===== src/rtl/wurx_pkg.sv =====
package wurx_pkg;

    typedef enum logic [2:0] {
        ST_IDLE,
        ST_START,
        ST_DATA,
        ST_PAR,
        ST_STOP
    } rx_state_e;

    localparam logic [2:0] A_CTRL = 3'd0;
    localparam logic [2:0] A_MODE = 3'd1;
    localparam logic [2:0] A_HOLD = 3'd2;
    localparam logic [2:0] A_DIV  = 3'd3;
    localparam logic [2:0] A_CMP  = 3'd4;
    localparam logic [2:0] A_PROT = 3'd5;

    localparam int CMD_RST_BIT = 2;
    localparam int CMD_EN_BIT  = 4;
    localparam int CMD_DIS_BIT = 5;
    localparam int FILT_BIT    = 4;
    localparam int PAR_LSB     = 9;
    localparam int HI_LSB      = 16;

    localparam logic [23:0] PROT_KEY = 24'h52584C;

endpackage


===== src/rtl/wurx_baud.sv =====
module wurx_baud #(
    parameter int DIV_W = 2
) (
    input  logic             clk,
    input  logic             rst_n,
    input  logic [DIV_W-1:0] div,
    output logic             tick
);
    logic [DIV_W-1:0] cnt;

    assign tick = (cnt >= div);

    always_ff @(posedge clk or negedge rst_n) begin
        if (!rst_n) cnt <= '0;
        else        cnt <= tick ? '0 : cnt + 1'b1;
    end
endmodule


===== src/rtl/wurx_filter.sv =====
module wurx_filter #(
    parameter int VOTES = 3
) (
    input  logic clk,
    input  logic rst_n,
    input  logic tick,
    input  logic rx,
    input  logic filt_en,
    output logic line
);
    localparam int MAJ = VOTES / 2;

    logic [VOTES-1:0] smp;
    logic             maj;

    always_ff @(posedge clk or negedge rst_n) begin
        if (!rst_n)    smp <= '1;
        else if (tick) smp <= {smp[VOTES-2:0], rx};
    end

    assign maj  = ($countones(smp) > MAJ);
    assign line = filt_en ? maj : smp[0];
endmodule


===== src/rtl/wurx_fsm.sv =====
module wurx_fsm
    import wurx_pkg::*;
#(
    parameter int DATA_W = 8,
    parameter int OS     = 16
) (
    input  logic              clk,
    input  logic              rst_n,
    input  logic              abort,
    input  logic              enable,
    input  logic              tick,
    input  logic              line,
    input  logic [2:0]        par_mode,
    output logic              done,
    output logic              bad,
    output logic [DATA_W-1:0] data
);
    localparam int CW   = $clog2(OS);
    localparam int BW   = $clog2(DATA_W);
    localparam int HALF = OS / 2;

    rx_state_e         state, nxt;
    logic [CW-1:0]     cnt;
    logic [BW-1:0]     bitn;
    logic [DATA_W-1:0] shreg;
    logic              pbit, has_par, sample, perr;

    assign has_par = (par_mode <= 3'd3);
    assign sample  = tick && ((state == ST_START) ? (cnt == CW'(HALF - 1))
                                                  : (cnt == CW'(OS - 1)));

    // state register
    always_ff @(posedge clk or negedge rst_n) begin
        if (!rst_n)     state <= ST_IDLE;
        else if (abort) state <= ST_IDLE;
        else            state <= nxt;
    end

    // transitions
    always_comb begin
        nxt = state;
        unique case (state)
            ST_IDLE:  if (tick && !line) nxt = ST_START;
            ST_START: if (sample) nxt = line ? ST_IDLE : ST_DATA;
            ST_DATA:  if (sample && bitn == BW'(DATA_W - 1))
                          nxt = has_par ? ST_PAR : ST_STOP;
            ST_PAR:   if (sample) nxt = ST_STOP;
            ST_STOP:  if (sample) nxt = ST_IDLE;
            default:  nxt = ST_IDLE;
        endcase
        if (!enable) nxt = ST_IDLE;
    end

    // sample counter and shift path
    always_ff @(posedge clk or negedge rst_n) begin
        if (!rst_n) begin
            cnt   <= '0;
            bitn  <= '0;
            shreg <= '0;
            pbit  <= 1'b0;
        end else begin
            if (abort)     cnt <= '0;
            else if (tick) cnt <= (state == ST_IDLE || sample) ? '0 : cnt + 1'b1;
            if (state == ST_START) bitn <= '0;
            else if (state == ST_DATA && sample) begin
                bitn  <= bitn + 1'b1;
                shreg <= {line, shreg[DATA_W-1:1]};
            end
            if (state == ST_PAR && sample) pbit <= line;
        end
    end

    // outputs
    always_comb begin
        unique case (par_mode)
            3'd0:    perr = ^{shreg, pbit};
            3'd1:    perr = ~^{shreg, pbit};
            3'd2:    perr = pbit;
            3'd3:    perr = !pbit;
            default: perr = 1'b0;
        endcase
        done = (state == ST_STOP) && sample;
        bad  = !line || perr;
        data = shreg;
    end
endmodule


===== src/rtl/wake_uart_rx.sv =====
module wake_uart_rx
    import wurx_pkg::*;
#(
    parameter int DIV_W  = 2,
    parameter int ADDR_W = 3
) (
    input  logic              clk,
    input  logic              rst_n,
    input  logic              rx,
    input  logic              reg_wr,
    input  logic              reg_rd,
    input  logic [ADDR_W-1:0] reg_addr,
    input  logic [31:0]       reg_wdata,
    output logic [31:0]       reg_rdata,
    output logic              wake
);
    localparam int CH_W = 8;

    logic             rx_en, filt_en, prot_en;
    logic [2:0]       par_mode;
    logic [DIV_W-1:0] div_q;
    logic [CH_W-1:0]  val_lo, val_hi, hold;
    logic             f_wake, f_err, f_rdy;
    logic             tick, line, done_raw, done, bad, in_range;
    logic [CH_W-1:0]  ch;
    logic             wr_ctrl, cmd_rst, cmd_en, cmd_dis, rd_hold, cfg_ok;

    assign wr_ctrl = reg_wr && reg_addr == ADDR_W'(A_CTRL);
    assign cmd_rst = wr_ctrl && reg_wdata[CMD_RST_BIT];
    assign cmd_en  = wr_ctrl && reg_wdata[CMD_EN_BIT];
    assign cmd_dis = wr_ctrl && reg_wdata[CMD_DIS_BIT];
    assign rd_hold = reg_rd && reg_addr == ADDR_W'(A_HOLD);
    assign cfg_ok  = reg_wr && !prot_en;

    wurx_baud #(.DIV_W(DIV_W)) u_baud (
        .clk(clk), .rst_n(rst_n), .div(div_q), .tick(tick)
    );

    wurx_filter #(.VOTES(3)) u_filt (
        .clk(clk), .rst_n(rst_n), .tick(tick), .rx(rx),
        .filt_en(filt_en), .line(line)
    );

    wurx_fsm #(.DATA_W(CH_W), .OS(16)) u_fsm (
        .clk(clk), .rst_n(rst_n), .abort(cmd_rst), .enable(rx_en),
        .tick(tick), .line(line), .par_mode(par_mode),
        .done(done_raw), .bad(bad), .data(ch)
    );

    assign done     = done_raw && !cmd_rst;
    assign in_range = (ch >= val_lo) && (ch <= val_hi);
    assign wake     = f_wake;

    always_ff @(posedge clk or negedge rst_n) begin
        if (!rst_n) begin
            rx_en    <= 1'b0;
            filt_en  <= 1'b0;
            par_mode <= 3'd0;
            div_q    <= '0;
            val_lo   <= '0;
            val_hi   <= '0;
            prot_en  <= 1'b0;
        end else begin
            if (cmd_dis)     rx_en <= 1'b0;
            else if (cmd_en) rx_en <= 1'b1;
            if (cfg_ok && reg_addr == ADDR_W'(A_MODE)) begin
                filt_en  <= reg_wdata[FILT_BIT];
                par_mode <= reg_wdata[PAR_LSB +: 3];
            end
            if (cfg_ok && reg_addr == ADDR_W'(A_DIV)) div_q <= reg_wdata[DIV_W-1:0];
            if (cfg_ok && reg_addr == ADDR_W'(A_CMP)) begin
                val_lo <= reg_wdata[CH_W-1:0];
                val_hi <= reg_wdata[HI_LSB +: CH_W];
            end
            if (reg_wr && reg_addr == ADDR_W'(A_PROT) && reg_wdata[31:8] == PROT_KEY)
                prot_en <= reg_wdata[0];
        end
    end

    always_ff @(posedge clk or negedge rst_n) begin
        if (!rst_n) begin
            hold   <= '0;
            f_wake <= 1'b0;
            f_err  <= 1'b0;
            f_rdy  <= 1'b0;
        end else if (cmd_rst) begin
            f_wake <= 1'b0;
            f_err  <= 1'b0;
            f_rdy  <= 1'b0;
        end else begin
            if (rd_hold) begin
                f_wake <= 1'b0;
                f_err  <= 1'b0;
                f_rdy  <= 1'b0;
            end
            if (done) begin
                hold  <= ch;
                f_rdy <= 1'b1;
                if (bad)           f_err  <= 1'b1;
                else if (in_range) f_wake <= 1'b1;
            end
        end
    end

    always_comb begin
        reg_rdata = '0;
        unique case (reg_addr)
            ADDR_W'(A_CTRL): reg_rdata[CMD_EN_BIT] = rx_en;
            ADDR_W'(A_MODE): begin
                reg_rdata[FILT_BIT]       = filt_en;
                reg_rdata[PAR_LSB +: 3]   = par_mode;
            end
            ADDR_W'(A_HOLD): reg_rdata[10:0] = {f_rdy, f_err, f_wake, hold};
            ADDR_W'(A_DIV):  reg_rdata[DIV_W-1:0] = div_q;
            ADDR_W'(A_CMP):  begin
                reg_rdata[CH_W-1:0]       = val_lo;
                reg_rdata[HI_LSB +: CH_W] = val_hi;
            end
            ADDR_W'(A_PROT): reg_rdata[0] = prot_en;
            default:         reg_rdata = '0;
        endcase
    end
endmodule


===== config.mk =====
export PLATFORM = sky130hd
export DESIGN_NAME = wake_uart_rx
export DESIGN_NICKNAME = d
export VERILOG_FILES = /design/src/rtl/wurx_pkg.sv /design/src/rtl/wurx_baud.sv /design/src/rtl/wurx_filter.sv /design/src/rtl/wurx_fsm.sv /design/src/rtl/wake_uart_rx.sv
export SDC_FILE = /design/constraint.sdc
export NUM_CORES = 1
export LEC_CHECK = 0
export ABC_AREA = 1
export CAP_MARGIN = 30
export CORE_MARGIN = 3
export CORE_UTILIZATION = 47
export CTS_CLUSTER_SIZE = 40
export DETAILED_ROUTE_END_ITERATION = 7
export GPL_TIMING_DRIVEN = 0
export PLACE_DENSITY = 0.77
export SKIP_CTS_REPAIR_TIMING = 1
export SLEW_MARGIN = 20
export SYNTH_ARGS = -nofsm -noshare
export SYNTH_HDL_FRONTEND = slang
export SYNTH_SLANG_ARGS = --single-unit

===== constraint.sdc =====
create_clock -name clk -period 1.9 [get_ports clk]
set_input_delay 0.38 -clock clk [delete_from_list [all_inputs] [get_ports clk]]
set_output_delay 0.38 -clock clk [all_outputs]
set_load 0.01 [all_outputs]

Word level (Yosys, flattened, before mapping)
Index checks and enable logic that the tools add are counted.
{"block": "word_totals", "register_bits": 59, "in_bits": 40, "output_inout_bits": 33, "word_cells": 130}
{"block": "classes", "addsub": 5, "n_lt_le_gt_ge": 5, "eq_ne": 21, "muxes": 42, "bitwise_logic": 2, "reduce_logical": 37}
{"operator": "32-bit by 1-bit adder with 32-bit output", "n": 1}
{"operator": "32-bit by 2-bit > comparator with 1-bit output (second input constant)", "n": 1}
{"operator": "3-bit two-way mux", "n": 10}
{"operator": "24-bit by 23-bit == test with 1-bit output (second input constant)", "n": 1}
{"operator": "4-bit by 3-bit inequality test with 1-bit output (second input constant)", "n": 5}
{"operator": "1-bit logical AND", "n": 19}
{"operator": "3-bit by 2-bit == test with 1-bit output (second input constant)", "n": 6}
{"operator": "1-bit two-way mux", "n": 18}
{"operator": "3-bit one-hot mux with 5 select lines", "n": 1}
{"operator": "3-bit == test (second input constant)", "n": 4}
{"operator": "4-bit two-way mux", "n": 3}
{"operator": "1-bit one-hot mux with 4 select lines", "n": 3}
{"operator": "3-bit by 1-bit == test with 1-bit output (second input constant)", "n": 3}
{"operator": "3-bit logical NOT", "n": 3}
{"operator": "9-bit XNOR reduction", "n": 1}
{"operator": "9-bit parity", "n": 1}
{"operator": "8-bit >= comparator", "n": 1}
{"operator": "8-bit less-or-equal comparator", "n": 1}
{"operator": "8-bit two-way mux", "n": 1}
{"operator": "2-bit one-hot mux with 2 select lines", "n": 2}
{"operator": "3-bit one-hot mux with 2 select lines", "n": 1}
{"operator": "2-bit nonzero test", "n": 3}
{"operator": "5-bit AND reduction", "n": 1}
{"operator": "4-bit by 1-bit adder with 4-bit output (second input constant)", "n": 1}
{"operator": "14 further kinds", "n": 21}

Logic depth before layout (Yosys ltp)
{"block": "logic_depth", "ltp_word": 10, "ltp_mapped": 13, "depth_no_buf": 13}

Modules after synthesis
From an unflattened synthesis, not the netlist that was laid out.
{"block": "hier_totals", "hier_cells": 476, "area_unflattened_um2": 3738.6}
{"module": "wake_uart_rx", "instances": 1, "cells_per_inst": 279, "area_each_um2": 2222.1, "seq_area_each_um2": 875.8}
{"module": "wurx_fsm", "instances": 1, "cells_per_inst": 162, "area_each_um2": 1233.7, "seq_area_each_um2": 475.5}
{"module": "wurx_filter", "instances": 1, "cells_per_inst": 18, "area_each_um2": 150.1, "seq_area_each_um2": 78.8}
{"module": "wurx_baud", "instances": 1, "cells_per_inst": 17, "area_each_um2": 132.6, "seq_area_each_um2": 50.0}

Worst setup path before layout
Ideal clock, no wire load.
{"block": "synth_timing", "path_type": "reg2reg", "startpoint": "register div_q[1]", "endpoint": "register u_fsm.bitn[0]", "setup_time_ns": 0.122, "arrival_ns": 1.613, "required_ns": 1.778, "path_slack_ns": 0.165, "stages_incl_launch_ff": 12, "n_path_buf": 0, "synth_period_minus_slack_ns": 1.735, "path_cell_list": "dfrtp_1 > inv_1 > ha_1 > a21oi_1 > nand2_1 > nand3_1 > nor2_8 > inv_2 > nor2_8 > inv_1 > nand3_1 > o21ai_1"}
{"block": "synth_between", "elab_chain_cells": 4}
{"item": "start: declaration", "line_no": "wake_uart_rx.sv:21", "rtl": "logic [DIV_W-1:0] div_q;"}
{"item": "start signal: assignment", "line_no": "wake_uart_rx.sv:70", "rtl": "if (cfg_ok && reg_addr == ADDR_W'(A_DIV)) div_q <= reg_wdata[DIV_W-1:0];"}
{"item": "2-bit >= comparator", "line_no": "wurx_baud.sv:11", "rtl": "assign tick = (cnt >= div);"}
{"item": "1-bit logical AND", "line_no": "wurx_fsm.sv:29", "rtl": "assign sample = tick && ((state == ST_START) ? (cnt == CW'(HALF - 1))"}
{"item": "1-bit logical AND", "line_no": "wurx_fsm.sv:65", "rtl": "else if (state == ST_DATA && sample) begin"}
{"item": "2-bit nonzero test (no line)"}
{"item": "end signal: assignment", "line_no": "wurx_fsm.sv:66", "rtl": "bitn <= bitn + 1'b1;"}
{"item": "end: declaration", "line_no": "wurx_fsm.sv:24", "rtl": "logic [BW-1:0] bitn;"}
Every way passes these cells.
A chain may end at the register's enable or synchronous reset.

Final worst setup path
{"block": "layout_timing", "startpoint": "input port reg_addr[1]", "endpoint": "output port reg_rdata[9]"}
{"block": "layout_between", "elab_chain_cells": 2, "elab_cells_between_ends": 3, "classes_between": "eq/ne (2); mux (1)"}
{"item": "start: declaration", "line_no": "wake_uart_rx.sv:12", "rtl": "input logic [ADDR_W-1:0] reg_addr,"}
{"item": "3-bit by 2-bit == test with 1-bit output or 3-bit by 1-bit == test with 1-bit output (tied branches)", "line_no": "wake_uart_rx.sv:107", "rtl": "unique case (reg_addr)"}
{"item": "2-bit one-hot mux with 2 select lines *", "line_no": "wake_uart_rx.sv:107"}
{"item": "end: declaration", "line_no": "wake_uart_rx.sv:14", "rtl": "output logic [31:0] reg_rdata,"}
Every way passes the cells marked *; elsewhere a longest branch is shown, timed or not.

==> results.md <==
* Crit-path cells: buf_8 -> inv_4 -> nor3_4 -> buf_6 -> buf_6 -> buf_4 -> nand2_1 -> o21ai_1 -> clkbuf_2
* Period utilisation layout at a little over nine tenths
* Flop pwr share at about two fifths
* Hold crit path type: input pin to async pin
* Synth area leader: dfrtp_1
* Reg2reg end: u_fsm.data[4]$_DFFE_PN0P_
* Antenna-violating nets left at 0
* Die ar. at 8626 um^2
* Clock transition at the registers of the reported paths at roughly 70 ps
* CP Buf/Inv Count at 6
* Reg2reg path depth at 9
* CP peak stage delay at around 260 ps
* Most used DFF post-synth: dfrtp_1
* Share of the synthesized area in the top cell type at 39.51%
* Commonest non-fill, non-tap cell in the layout: nand2_1
* Seq/Total Area, Yosys at 41.73%
* Area of the multi-input gates at about 1800 um^2
* DRC at 0
* Vias in the first global route at 3316
* Asr flop ratio synth at 100.0%
* Skew-Pair Late Insertion Delay at approximately 350 ps
* Synthesized cell area at 3547 um^2
* Max cap viols at 0
* Drt first pass iters at 6
* Post-route insts no fill at 663
* Largest net degree at the start of global routing at 44
* Cells after Synth at 462
* Filler cell count at 630
* Top cell by count, worst path: buf_6
* Number of hold violations in the final report at 0
* Fraction of layout cells with a size suffix above 1 at 14.01%
* Core region area at 7292 um^2
* Row Count at 31
* CTS tree: done
* Startpoint Class: input pin
* # diodes at 0
* Switching part of the total at 34.62%
* CP delay by family, top: buffers and inverters
* Total gr overflow at 0
* Via count at 3396
* Slowest stage cell, crit path: nor3_4
* Longest Clk Path Bufs at 2
* WHS at between 400 and 500 ps
* WL per Instance at approximately 14 um
* Placed insts at 633
* Critical Path Fanout Max at 7
* VDD IR max at 0.5773 mV
* Initial Util at 48.64%
* Library cells used by synthesis at 36
* Sink Count at between 50 and 60
* FF-to-FF Start: u_baud.cnt[1]$_DFF_PN0_
* Die Y at 92.88 um
* Seq cells post-synth at 59
* Tot GR Track Use at between 20% and 30%
* Synth-to-layout area growth at 34.57%
* Sw power at 1378 uW
* R2R setup slack at around 60 ps
* Skew final at 8.572 ps
* Number of port buffers at 60
* Initial drt markers at around 260
* Initial antenna violation count at 0
* Status: finished clean
* CTS root buf: clkbuf_8
* Cell leakage power at between 0.002 and 0.003 uW
* Worst Setup End Kind: output pin
* Nets@finish at roughly 620
* Die X at 92.88 um
* Clock power share at between 20% and 30%
* WL final at roughly 9300 um
* Setup TNS at 0 ps
* First-pass GRT wire length at 15100 um
* Max Slew Vio Count at 0
* Fin crit period at 1848 ps
* Worst endpoint required time at 1520 ps
* Avg Inst Size Synth at 7.678 um^2
* CTS H-Tree Depth at 3
* Placer Congestion at slightly above 0.8
* Io pins at between 70 and 80
* Most frequent cells in the layout: 117 x nand2_1, 67 x inv_1, 55 x dfrtp_1, 37 x o21ai_0, 36 x clkdlybuf4s50_1
* Post-DP HPWL at approximately 6900 um
* Top area cells in the synthesized netlist: dfrtp_1 40%, nand2_1 13%, ha_1 7.8%
* EDFF count, synth at 0
* Pwr per Cell Area at approximately 830 nW/um^2
* Final setup viols at 0
* Cell-internal power at 2603 uW
* Combinational Power Share at between 30% and 40%
* Yosys warning total at 0
* Seq. cell area at 1481 um^2
* WP data arrival at 1470 ps
* Routed vias/inst at between 5 and 6
* WS Path Type: input pin to output pin
* Final Util at 65.46%
* Num CTS Buffers at 9
* Fmax at between 500 and 600 MHz
[cell families (layout without fill, tap and decap cells)]
logic type               Yosys count  after routing  synth area share, %
adder cells (fa/ha/maj)           22             22                7.760
flip-flops                        59             59                41.73
XOR/XNOR                           4              4                1.200
AND/OR/NAND/NOR                  203            203                25.15
other                              1             12               0.1057
buffers and inverters             89            180                11.11
AO/OA/AOI/OAI                     84             84                12.95
[synth_stat cells (3+ instances only)]
| cell | n |
|---|---|
| a21oi_1 | 22 |
| buf_4 | 12 |
| clkbuf_1 | 5 |
| dfrtp_1 | 56 |
| dfstp_2 | 3 |
| ha_1 | 22 |
| inv_1 | 68 |
| nand2_1 | 120 |
| nand3_1 | 21 |
| nand4_1 | 7 |
| nor2_1 | 36 |
| nor3_1 | 11 |
| o21ai_0 | 44 |
| o21ai_1 | 5 |
[worst register-to-register path, delay by kind of cell, from the launching register on]
kind,cells,cell delay (ps)
AO/OA/AOI/OAI,2,160
adder cells (fa/ha/maj),1,290
buffers and inverters,2,250
flip-flops,1,420
AND/OR/NAND/NOR,4,590
[flip-flops by register name, summed over array words and instances (netlist names), 2 cells and up]
| register | flops |
|---|---|
| val_lo | 8 |
| par_mode | 3 |
| u_fsm.cnt | 4 |
| u_fsm.state | 3 |
| u_baud.cnt | 2 |
| val_hi | 8 |
| u_fsm.bitn | 3 |
| u_filt.smp | 3 |
| hold | 8 |
| div_q | 2 |
| u_fsm.data | 8 |
[how the worst max path moves through the flow]
stage | start | end | cells past startpoint
2_1_floorplan | div_q[1]$_DFFE_PN0P_ | u_fsm.bitn[0]$_DFFE_PN0P_ | 11
3_3_place_gp | rst_n | val_hi[2]$_DFFE_PN0P_ | 1
3_5_place_dp | reg_addr[1] | reg_rdata[1] | 7
4_1_cts | reg_addr[1] | reg_rdata[1] | 7
5_1_grt | u_baud.cnt[1]$_DFF_PN0_ | u_fsm.bitn[0]$_DFFE_PN0P_ | 10
6_report | reg_addr[1] | reg_rdata[9] | 9
[metrics by stage]
| stage | instance area [um^2] | total power, uW | setup WS, ps |
|---|---|---|---|
| floorplan | 3588 | 2279 | 165.0 |
| global placement | 4313 | 2592 | -1417 |
| detailed placement | 4330 | 2651 | -1141 |
| CTS | 4526 | 3800 | -1156 |
| global route | 4773 | 4203 | -23.41 |
| finish | 4773 | 3982 | 51.62 |
[layout make-up]
class	count	area share [%]
multi-input combinational	325	38.01
tap	99	2.595
clock inverter	4	1.048
clock buffer	12	3.041
buffer	19	2.988
sequential	59	31.04
inverter	70	5.557
timing repair buffer	75	15.73
[power groups by stage]
stage / combinational [uW] / sequential [uW] / clock, uW
finish: 1220 / 1600 / 1160
global route: 1370 / 1620 / 1220
CTS: 1050 / 1590 / 1160
detailed placement: 1040 / 1610 / 0
global placement: 987 / 1600 / 0
floorplan: 699 / 1580 / 0
[per-layer routing]
metal  global-route usage, %  vias to the layer above  wire [um]
met1                   27.67                     1603       3901
met2                   38.27                      105       4744
li1                        -                     1668          -
met4                   8.669                        0        216
met5                       0                        -          0
met3                   3.006                       20        437
Power figures use the tool's default switching activity.
